File: src/rtl/pa_pkg.sv
package pa_pkg;
  localparam int DATA_W = 8;

  localparam logic [1:0] A_CTRL = 2'd0;
  localparam logic [1:0] A_FLAG = 2'd1;
  localparam logic [1:0] A_CNTH = 2'd2;
  localparam logic [1:0] A_CNTL = 2'd3;

  typedef struct packed {
    logic       rsv;
    logic       en;
    logic       mode;     // 1: gated time
    logic       edge_sel; // 1: rising / low-active gate
    logic [1:0] clk_sel;
    logic       ovie;
    logic       inie;
  } ctrl_t;
endpackage

File: src/rtl/pa_sync_edge.sv
module pa_sync_edge #(
  parameter int STAGES = 2
) (
  input  logic clk_i,
  input  logic rst_ni,
  input  logic pin_i,
  output logic lvl_o,
  output logic rise_o,
  output logic fall_o
);
  logic [STAGES-1:0] sync_q;
  logic              prev_q;

  generate
    for (genvar i = 0; i < STAGES; i++) begin : g_stage
      always_ff @(posedge clk_i or negedge rst_ni) begin
        if (!rst_ni) sync_q[i] <= 1'b0;
        else if (i == 0) sync_q[i] <= pin_i;
        else sync_q[i] <= sync_q[(i == 0) ? 0 : i-1];
      end
    end
  endgenerate

  always_ff @(posedge clk_i or negedge rst_ni) begin
    if (!rst_ni) prev_q <= 1'b0;
    else         prev_q <= sync_q[STAGES-1];
  end

  assign lvl_o  = sync_q[STAGES-1];
  assign rise_o =  lvl_o & ~prev_q;
  assign fall_o = ~lvl_o &  prev_q;
endmodule

File: src/rtl/pa_prescale.sv
module pa_prescale #(
  parameter int DIV = 64
) (
  input  logic clk_i,
  input  logic rst_ni,
  input  logic run_i,
  output logic tick_o
);
  localparam int PW = $clog2(DIV);
  localparam logic [PW-1:0] LAST = PW'(DIV - 1);

  logic [PW-1:0] div_q;

  always_ff @(posedge clk_i or negedge rst_ni) begin
    if (!rst_ni)         div_q <= '0;
    else if (!run_i)     div_q <= '0;
    else if (div_q == LAST) div_q <= '0;
    else                 div_q <= div_q + 1'b1;
  end

  assign tick_o = run_i && (div_q == LAST);
endmodule

File: src/rtl/pa_counter.sv
module pa_counter #(
  parameter int DATA_W = 8
) (
  input  logic              clk_i,
  input  logic              rst_ni,
  input  logic              inc_i,
  input  logic              wr_hi_i,
  input  logic              wr_lo_i,
  input  logic              rd_hi_i,
  input  logic [DATA_W-1:0] wdata_i,
  output logic [2*DATA_W-1:0] cnt_o,
  output logic [DATA_W-1:0] lo_hold_o,
  output logic              wrap_o
);
  localparam int CW = 2 * DATA_W;

  logic [CW-1:0]     cnt_q;
  logic [DATA_W-1:0] hi_buf_q;
  logic [DATA_W-1:0] lo_hold_q;

  always_ff @(posedge clk_i or negedge rst_ni) begin
    if (!rst_ni)      cnt_q <= '0;
    else if (wr_lo_i) cnt_q <= {hi_buf_q, wdata_i};
    else if (inc_i)   cnt_q <= cnt_q + 1'b1;
  end

  always_ff @(posedge clk_i or negedge rst_ni) begin
    if (!rst_ni) begin
      hi_buf_q  <= '0;
      lo_hold_q <= '0;
    end else begin
      if (wr_hi_i) hi_buf_q  <= wdata_i;
      if (rd_hi_i) lo_hold_q <= cnt_q[DATA_W-1:0];
    end
  end

  assign cnt_o     = cnt_q;
  assign lo_hold_o = lo_hold_q;
  assign wrap_o    = inc_i && !wr_lo_i && (&cnt_q);
endmodule

File: src/rtl/pa_regs.sv
module pa_regs
  import pa_pkg::*;
(
  input  logic              clk_i,
  input  logic              rst_ni,
  input  logic              wr_ctrl_i,
  input  logic              wr_flag_i,
  input  logic [DATA_W-1:0] wdata_i,
  input  logic              ovf_set_i,
  input  logic              inp_set_i,
  output ctrl_t             ctrl_o,
  output logic              ovf_o,
  output logic              inp_o
);
  ctrl_t ctrl_q;
  logic  ovf_q, inp_q;
  logic  ovf_clr, inp_clr;

  always_ff @(posedge clk_i or negedge rst_ni) begin
    if (!rst_ni) ctrl_q <= '0;
    else if (wr_ctrl_i) begin
      ctrl_q     <= ctrl_t'(wdata_i);
      ctrl_q.rsv <= 1'b0;
    end
  end

  assign ovf_clr = wr_flag_i && wdata_i[1];
  assign inp_clr = wr_flag_i && wdata_i[0];

  // set has priority over clear
  always_ff @(posedge clk_i or negedge rst_ni) begin
    if (!rst_ni) begin
      ovf_q <= 1'b0;
      inp_q <= 1'b0;
    end else begin
      ovf_q <= ovf_set_i | (ovf_q & ~ovf_clr);
      inp_q <= inp_set_i | (inp_q & ~inp_clr);
    end
  end

  assign ctrl_o = ctrl_q;
  assign ovf_o  = ovf_q;
  assign inp_o  = inp_q;
endmodule

File: src/rtl/pulse_acc.sv
module pulse_acc
  import pa_pkg::*;
#(
  parameter int SYNC_STAGES = 2,
  parameter int PRE_DIV     = 64
) (
  input  logic              clk_i,
  input  logic              rst_ni,
  input  logic              pin_i,
  input  logic [1:0]        addr_i,
  input  logic              wr_i,
  input  logic              rd_i,
  input  logic [DATA_W-1:0] wdata_i,
  output logic [DATA_W-1:0] rdata_o,
  output logic              ovf_irq_o,
  output logic              inp_irq_o
);
  localparam int CW = 2 * DATA_W;

  ctrl_t          ctrl;
  logic           lvl, rise, fall, tick;
  logic           sel_edge, gate_on, inc, inp_set, wrap;
  logic           ovf_flag, inp_flag;
  logic [CW-1:0]  cnt;
  logic [DATA_W-1:0] lo_hold;
  logic           wr_ctrl, wr_flag, wr_hi, wr_lo, rd_hi;

  assign wr_ctrl = wr_i && (addr_i == A_CTRL);
  assign wr_flag = wr_i && (addr_i == A_FLAG);
  assign wr_hi   = wr_i && (addr_i == A_CNTH);
  assign wr_lo   = wr_i && (addr_i == A_CNTL);
  assign rd_hi   = rd_i && (addr_i == A_CNTH);

  pa_sync_edge #(.STAGES(SYNC_STAGES)) u_sync (
    .clk_i, .rst_ni, .pin_i,
    .lvl_o(lvl), .rise_o(rise), .fall_o(fall)
  );

  pa_prescale #(.DIV(PRE_DIV)) u_pre (
    .clk_i, .rst_ni, .run_i(ctrl.en), .tick_o(tick)
  );

  // edge_sel picks the counting edge in event mode and the closing edge in gated mode
  assign sel_edge = ctrl.edge_sel ? rise : fall;
  assign gate_on  = ctrl.edge_sel ? ~lvl : lvl;
  assign inc      = ctrl.en && (ctrl.mode ? (tick && gate_on) : sel_edge);
  assign inp_set  = ctrl.en && sel_edge;

  pa_counter #(.DATA_W(DATA_W)) u_cnt (
    .clk_i, .rst_ni,
    .inc_i(inc), .wr_hi_i(wr_hi), .wr_lo_i(wr_lo), .rd_hi_i(rd_hi),
    .wdata_i, .cnt_o(cnt), .lo_hold_o(lo_hold), .wrap_o(wrap)
  );

  pa_regs u_regs (
    .clk_i, .rst_ni,
    .wr_ctrl_i(wr_ctrl), .wr_flag_i(wr_flag), .wdata_i,
    .ovf_set_i(wrap), .inp_set_i(inp_set),
    .ctrl_o(ctrl), .ovf_o(ovf_flag), .inp_o(inp_flag)
  );

  always_comb begin
    unique case (addr_i)
      A_CTRL:  rdata_o = {1'b0, ctrl[DATA_W-2:0]};
      A_FLAG:  rdata_o = {{(DATA_W-2){1'b0}}, ovf_flag, inp_flag};
      A_CNTH:  rdata_o = cnt[CW-1:DATA_W];
      default: rdata_o = lo_hold;
    endcase
  end

  assign ovf_irq_o = ovf_flag & ctrl.ovie;
  assign inp_irq_o = inp_flag & ctrl.inie;
endmodule

File: config.mk
export PLATFORM = sky130hd
export DESIGN_NAME = pulse_acc
export DESIGN_NICKNAME = d
export VERILOG_FILES = /design/src/rtl/pa_pkg.sv /design/src/rtl/pa_sync_edge.sv /design/src/rtl/pa_prescale.sv /design/src/rtl/pa_counter.sv /design/src/rtl/pa_regs.sv /design/src/rtl/pulse_acc.sv
export SDC_FILE = /design/constraint.sdc
export NUM_CORES = 1
export LEC_CHECK = 0
export CAP_MARGIN = 10
export CORE_MARGIN = 3
export CORE_UTILIZATION = 45
export CTS_CLUSTER_SIZE = 24
export DETAILED_ROUTE_END_ITERATION = 10
export PLACE_DENSITY = 0.65
export SKIP_CTS_REPAIR_TIMING = 1
export SLEW_MARGIN = 20
export SYNTH_ARGS = -nofsm -noshare
export SYNTH_HDL_FRONTEND = slang
export SYNTH_SLANG_ARGS = --single-unit
export TNS_END_PERCENT = 1
File: constraint.sdc
create_clock -name clk_i -period 5 [get_ports clk_i]
set_input_delay 0.75 -clock clk_i [delete_from_list [all_inputs] [get_ports clk_i]]
set_output_delay 0.75 -clock clk_i [all_outputs]
set_load 0.005 [all_outputs]
==> reports/metrics.yaml, run 1 <==
worst_setup_path:
  reg2reg_depth: 6
  start_kind: "primary input"
  cp_max_fo: 16
  r2r-end: "u_cnt.cnt_o[14]$_DFFE_PN0P_"
  cp_slowest_cell: "clkdlybuf4s50_1"
  cpPeakStageDelay_ns: 0.90
  required_ns: 4.25
  worstPathArrival_ns: 2.71
  endpoint_kind: "output port"
  regToRegSetupSlack_ns: 2.82
  regToRegStartpoint: "u_pre.div_q[0]$_DFF_PN0_"
  crit_chain: "clkdlybuf4s50_1 > mux2_2 > a22o_2 > clkdlybuf4s50_1"
  worstSetupPathType: "primary input to output port"
  critical_path.most_common_cell: "clkdlybuf4s50_1"
detailed_routing:
  wl_met2_mm: 2.43
  dr.pass1.iters: 4
  avgViaCountPerCell: 5.53
  wl_met1_mm: 2.62
  drcViolationCount: 0
  wl_per_cell_um: 16.7
  drt.antenna.violating_nets: 0
  dr_wl_met3_um: 223
  routed_wirelength_mm: 5.34
  highest-signal-layer: "met4"
  drt_iter0_markers: 77
  vias: 1765
pwr:
  vdd_drop_max_v: 0.000200
  p_leak_nw: 1.13
  power_density_nw_per_um2: 361
synth:
  yosys.area_share.simple_pct: 17.1
  synth-seq-cells: 50
  synthXorXnorAreaFrac_pct: 4.22
  ys.flop_type: "dfrtp_1"
  synth_compound_gate_area_share_pct: 11.1
  netlist_instances: 223
  muxShareOfSynthArea_pct: 14.8
  avgSynthCellArea_um2: 11.2
  syn_nets: 240
  yosys_warnings: 0
  synth_fa_ha_area_share_pct: 1.00
  synth_area_um2: 2490
  synth_edf_count: 0
  synth_top_family_by_area: "simple AND/OR/NAND/NOR gates"
  yosysUniqueCellTypes: 47
  async_flop_share_pct: 100
  synth-seq-area-share_pct: 50.2
hold_path:
  hold_start: "u_sync.sync_q[0]$_DFF_PN0_"
  hp-class: "register to register"
  hold_path_depth: 0
  min_to: "u_sync.lvl_o$_DFF_PN0_"
outcome:
  status: "finished clean"
sta:
  relSlewSlack_pct: 50.1
  max_freq_mhz: 289
  max_slew.worst_pin.slew_ns: 0.746
  layout_min_cycle_time_ns: 3.46
  setup-violations-final: 0
  hold_violations: 0
  slew_viol_final: 0
  fin_ws_ns: 1.54
  skew_ns: 0.00696
  setup_tns_ns: 0
  rsz0062_at_grt: "false"
  fin_crit_sh_pct: 69.2
floorplan:
  ios: 25
  fp.coreArea_um2: 5240
  placementRows: 26
  dieArea_um2: 6470
  die_x_um: 80.4
  start_util_pct: 47.6
  die_h_um: 80.4
placement:
  dp_hpwl_mm: 3.81
  gp_congestion: 0.802
  io_buffer_count: 24
  pre_cts_slack_ns: 1.54
finish:
  drive_above_1_share_pct: 17.3
  nets: 266
  multi_input_area_um2: 1200
  area_growth_pct: 15.5
  antenna_cells: 0
  fin_util_pct: 55.0
  layout.area.seq_um2: 1250
  fill_cells: 472
clock_network:
  cts_root_buffer: "clkbuf_8"
  numCtsBuffers: 5
  cts_buffer_depth: 2
  cts_htree_levels: 2
  cts.sinks: 50
  clkTransAtPathRegs_ns: 0.08
  cts_tree: "yes"
  clkLatencyLatePin_ns: 0.30
global_routing:
  grt_pass1_vias: 1779
  grt_overflow: 0
  grt_max_degree: 51
  grt_pass1_wl_mm: 9.07
  antenna_found_initial: 0
  track_usage_pct: 18.5
flow_run:
  max_cap_viol_count: 0
[logic make-up (layout without fill, tap and decap cells)]
family | after synthesis | in the layout
AOI/OAI and AO/OA | 39 | 39
buffers and inverters | 10 | 36
DFF | 50 | 50
muxes | 31 | 31
and+or+nand+nor | 79 | 79
adders and majority gates | 2 | 2
xor gates and xnor gates | 12 | 12
[report_power, final]
part | switching, W | internal (W) | leakage (nW)
sequential | 0.0000796 | 0.000491 | 0.595
combinational | 0.000101 | 0.000144 | 0.500
clock | 0.000126 | 0.0000966 | 0.0383
total | 0.000307 | 0.000732 | 1.13
[state kept, by name, indices dropped and copies added (netlist names)]
signal	count
u_sync.lvl_o	1
u_cnt.cnt_o	16
u_cnt.lo_hold_o	8
u_regs.ctrl_o	7
u_regs.ovf_o	1
u_regs.inp_o	1
u_cnt.hi_buf_q	8
u_sync.sync_q	1
u_sync.prev_q	1
u_pre.div_q	6
[area by class of cell]
class,count,share of cell area (%)
Sequential cell,50,43.5
Tap cell,70,3.04
Timing Repair Buffer,26,8.69
Clock buffer,7,2.65
Inverter,3,0.391
Multi-Input combinational cell,163,41.8
[stage by stage]
| step | area [um2] | std cells | total power (W) | hold slack [ns] |
|---|---|---|---|---|
| 3_5_place_dp | 2800 | 312 | 0.000825 | 0.343 |
| 5_1_grt | 2880 | 319 | 0.00110 | 0.368 |
| 6_report | 2880 | 319 | 0.00104 | 0.359 |
| 4_1_cts | 2880 | 319 | 0.00105 | 0.363 |
| 2_1_floorplan | 2490 | 223 | 0.000718 | 0.331 |
| 3_3_place_gp | 2800 | 312 | 0.000818 | 0.333 |
[cells in the mapped netlist, types with 3 or more instances]
| cell | number | share of area [%] |
|---|---|---|
| a22o_1 | 4 | 1.4 |
| a31oi_1 | 7 | 1.8 |
| and2_1 | 7 | 1.8 |
| clkbuf_1 | 5 | 0.75 |
| dfrtp_1 | 50 | 50 |
| inv_1 | 3 | 0.45 |
| mux2_2 | 27 | 12 |
| nand2_1 | 18 | 2.7 |
| nand3_1 | 10 | 2.0 |
| nor2_1 | 16 | 2.4 |
| o21ai_0 | 8 | 1.6 |
| o21ai_1 | 5 | 1.0 |
| o31ai_1 | 3 | 0.90 |
| or4_1 | 5 | 1.5 |
| xnor2_1 | 4 | 1.4 |
| xor2_1 | 8 | 2.8 |
[placed cells by master, fill, tap and decap left out, types with 3 or more instances in the layout]
cell type and count:
xnor2_1 4, nand3_1 10, o31ai_1 3, o21ai_0 8
a31oi_1 7, dfrtp_1 50, inv_1 3, clkdlybuf4s50_1 23
and2_1 7, clkbuf_8 5, a22o_1 4, nor2_1 16
mux2_2 27, o21ai_1 5, nand2_1 18, xor2_1 8
or4_1 5
[metal layers]
metal | vias up | GRT usage, %
met1 | 863 | 26.2
met4 | 0 | 5.07
met5 | - | 0
li1 | 865 | -
met2 | 32 | 28.7
met3 | 5 | 3.92
[critical path, delay by kind of cell]
family / cells / cell delay (ns)
AO/OA/AOI/OAI: 1 / 0.21
buffers and inverters: 2 / 1.34
multiplexers: 1 / 0.40
[how the worst max path moves through the flow]
stage,startpoint,endpoint,slack [ns],cells after the start
2_1_floorplan,addr_i[0],rdata_o[4],2.38,4
3_3_place_gp,addr_i[0],rdata_o[4],1.58,4
3_5_place_dp,addr_i[0],rdata_o[6],1.54,4
4_1_cts,addr_i[0],rdata_o[6],1.54,4
5_1_grt,addr_i[0],rdata_o[3],1.35,4
6_report,addr_i[0],rdata_o[4],1.54,4
No activity file was read; power rests on OpenSTA's default activity.
==> run 2, diff against run 1 <==
==> constraint.sdc (replaced) <==
create_clock -name clk_i -period 3.3 [get_ports clk_i]
set_input_delay 0.495 -clock clk_i [delete_from_list [all_inputs] [get_ports clk_i]]
set_output_delay 0.495 -clock clk_i [all_outputs]
set_load 0.005 [all_outputs]
==> run 2 against run 1 <==
Compared with the run above: combinational power grew 53%; clock skew grew 0.0035 ns; final cell count grew 0.94%; clock power grew 51%; setup slack lost 1.1 ns; wire length grew 1.2%; via count grew 1.3%; global-route usage grew 0.89 points; critical endpoint is now rdata_o[0]; largest power group unchanged.
==> reports/metrics.yaml, run 2 (synthesis gave the netlist of run 1 again) <==
detailed_routing:
  dr.pass1.iters: 4  # unchanged
  avgViaCountPerCell: 5.55  # +0.36%
  vias: 1788  # +1.3%
  wl_per_cell_um: 16.8  # +0.22%
  drt_iter0_markers: 106  # +38%
  routed_wirelength_mm: 5.40  # +1.2%
  drt.antenna.violating_nets: 0  # unchanged
  drcViolationCount: 0  # unchanged
sta:
  max_slew.worst_pin.slew_ns: 0.763  # +0.0165 ns
  relSlewSlack_pct: 49.1  # -0.96 points
  setup_tns_ns: 0  # unchanged
  whs_ns: 0.260  # -0.0992 ns
  fin_crit_sh_pct: 86.2
  layout_min_cycle_time_ns: 2.85
  slew_viol_final: 0  # unchanged
  setup-violations-final: 0  # unchanged
  hold_violations: 0  # unchanged
  skew_ns: 0.0105  # +0.00353 ns
  rsz0062_at_grt: "false"
  max_freq_mhz: 351
worst_setup_path:
  crit_chain: "clkdlybuf4s50_1 > buf_4 > mux4_2 > clkdlybuf4s50_1"
  cpPeakStageDelay_ns: 0.67  # -0.23 ns
  endpoint_kind: "output port"
  cp_max_fo: 9  # -7
  worstPathArrival_ns: 2.35  # -0.36 ns
  required_ns: 2.80  # -1.45 ns
  worst_path_dominant_cell_family: "buffers and inverters"
  start_kind: "primary input"
  cp_slowest_cell: "clkdlybuf4s50_1"
  cp_num_buf_inv: 3  # +1
  critical_path.most_common_cell: "clkdlybuf4s50_1"
  worstSetupPathType: "primary input to output port"
finish:
  final_cell_mix: "dfrtp_1, mux2_2, clkdlybuf4s50_1"
  largest_reg_flops: 16  # unchanged
  nets: 269  # +1.1%
  drive_above_1_share_pct: 18.3  # +0.98 points
  layout_commonest_cell: "dfrtp_1"
  area_growth_pct: 16.4
  antenna_cells: 0  # unchanged
floorplan:
  die_h_um: 80.4  # unchanged
  dieArea_um2: 6470  # unchanged
  fp.coreArea_um2: 5240  # unchanged
  ios: 25  # unchanged
  die_x_um: 80.4  # unchanged
  start_util_pct: 47.6  # unchanged
  placementRows: 26  # unchanged
clock_network:
  cts_buffer_depth: 2  # unchanged
  cts_htree_levels: 2  # unchanged
  numCtsBuffers: 5  # unchanged
  cts_root_buffer: "clkbuf_8"
  clkLatencyLatePin_ns: 0.30  # about the same
  cts_tree: "yes"
  clkTransAtPathRegs_ns: 0.09  # about the same
  cts.sinks: 50  # unchanged
placement:
  io_buffer_count: 24  # unchanged
  gp_congestion: 0.815  # +1.7%
  dp_hpwl_mm: 4.04  # +6.0%
global_routing:
  track_usage_pct: 19.4  # +0.89 points
  grt_overflow: 0  # unchanged
  antenna_found_initial: 0  # unchanged
  grt_max_degree: 34  # -33%
  grt_pass1_vias: 1836  # +3.2%
  grt_pass1_wl_mm: 9.40  # +3.7%
pwr:
  vdd_drop_max_v: 0.000284  # +42%
  p_leak_nw: 1.15  # +1.2%
  power_density_nw_per_um2: 544  # +51%
  power.total_w: 0.00158  # +52%
flow_run:
  max_cap_viol_count: 0  # unchanged
hold_path:
  hp-class: "primary input to asynchronous set/reset pin"
outcome:
  status: "finished clean"
==> run 2: worst paths after layout <==
path / from / endpoint / slack, ns / cells after the start
min: rst_ni / u_cnt.cnt_o[12]$_DFFE_PN0P_ / 0.26 / 1
max reg2reg: u_pre.div_q[0]$_DFF_PN0_ / u_cnt.cnt_o[14]$_DFFE_PN0P_ / 1.09 / 6
min in group clk_i: u_sync.sync_q[0]$_DFF_PN0_ / u_sync.lvl_o$_DFF_PN0_ / 0.35 / 0
max: addr_i[0] / rdata_o[0] / 0.45 / 4
max in group asynchronous: rst_ni / u_cnt.cnt_o[7]$_DFFE_PN0P_ / 2.30 / 2
min reg2reg: u_sync.sync_q[0]$_DFF_PN0_ / u_sync.lvl_o$_DFF_PN0_ / 0.35 / 0
==> run 2: power by group <==
part	leakage, nW	switching [W]	internal [W]	total, W
Sequential	0.595	0.000121	0.000744	0.000865
Clock	0.0383	0.000189	0.000146	0.000336
Combinational	0.514	0.000156	0.000220	0.000376
==> run 2: stage by stage <==
stage	setup WS [ns]	cells	utilization (%)	area [um2]
after global placement	0.449	315	53.9	2830
after global routing	0.415	322	55.4	2900
after floorplan	1.19	223	-	2490
after CTS	0.452	322	55.4	2900
final	0.455	322	55.4	2900
after detailed placement	0.452	315	53.9	2830
==> run 2: area by class of cell <==
cell class	instances	area, um2
fill	494	2340
multi-input combinational	163	1200
inverter	3	11.3
sequential	50	1250
clock buffer	7	76.3
timing repair buffer	29	273
tap	70	87.6
==> run 2: routing by layer <==
metal	global-route usage [%]	wire, um	vias up	share of wire, %
met3	3.92	207	9	3.8
met5	0	0	-	0
met4	6.76	111	0	2.1
met1	26.7	2570	868	48
met2	30.5	2510	39	47
li1	-	-	872	-
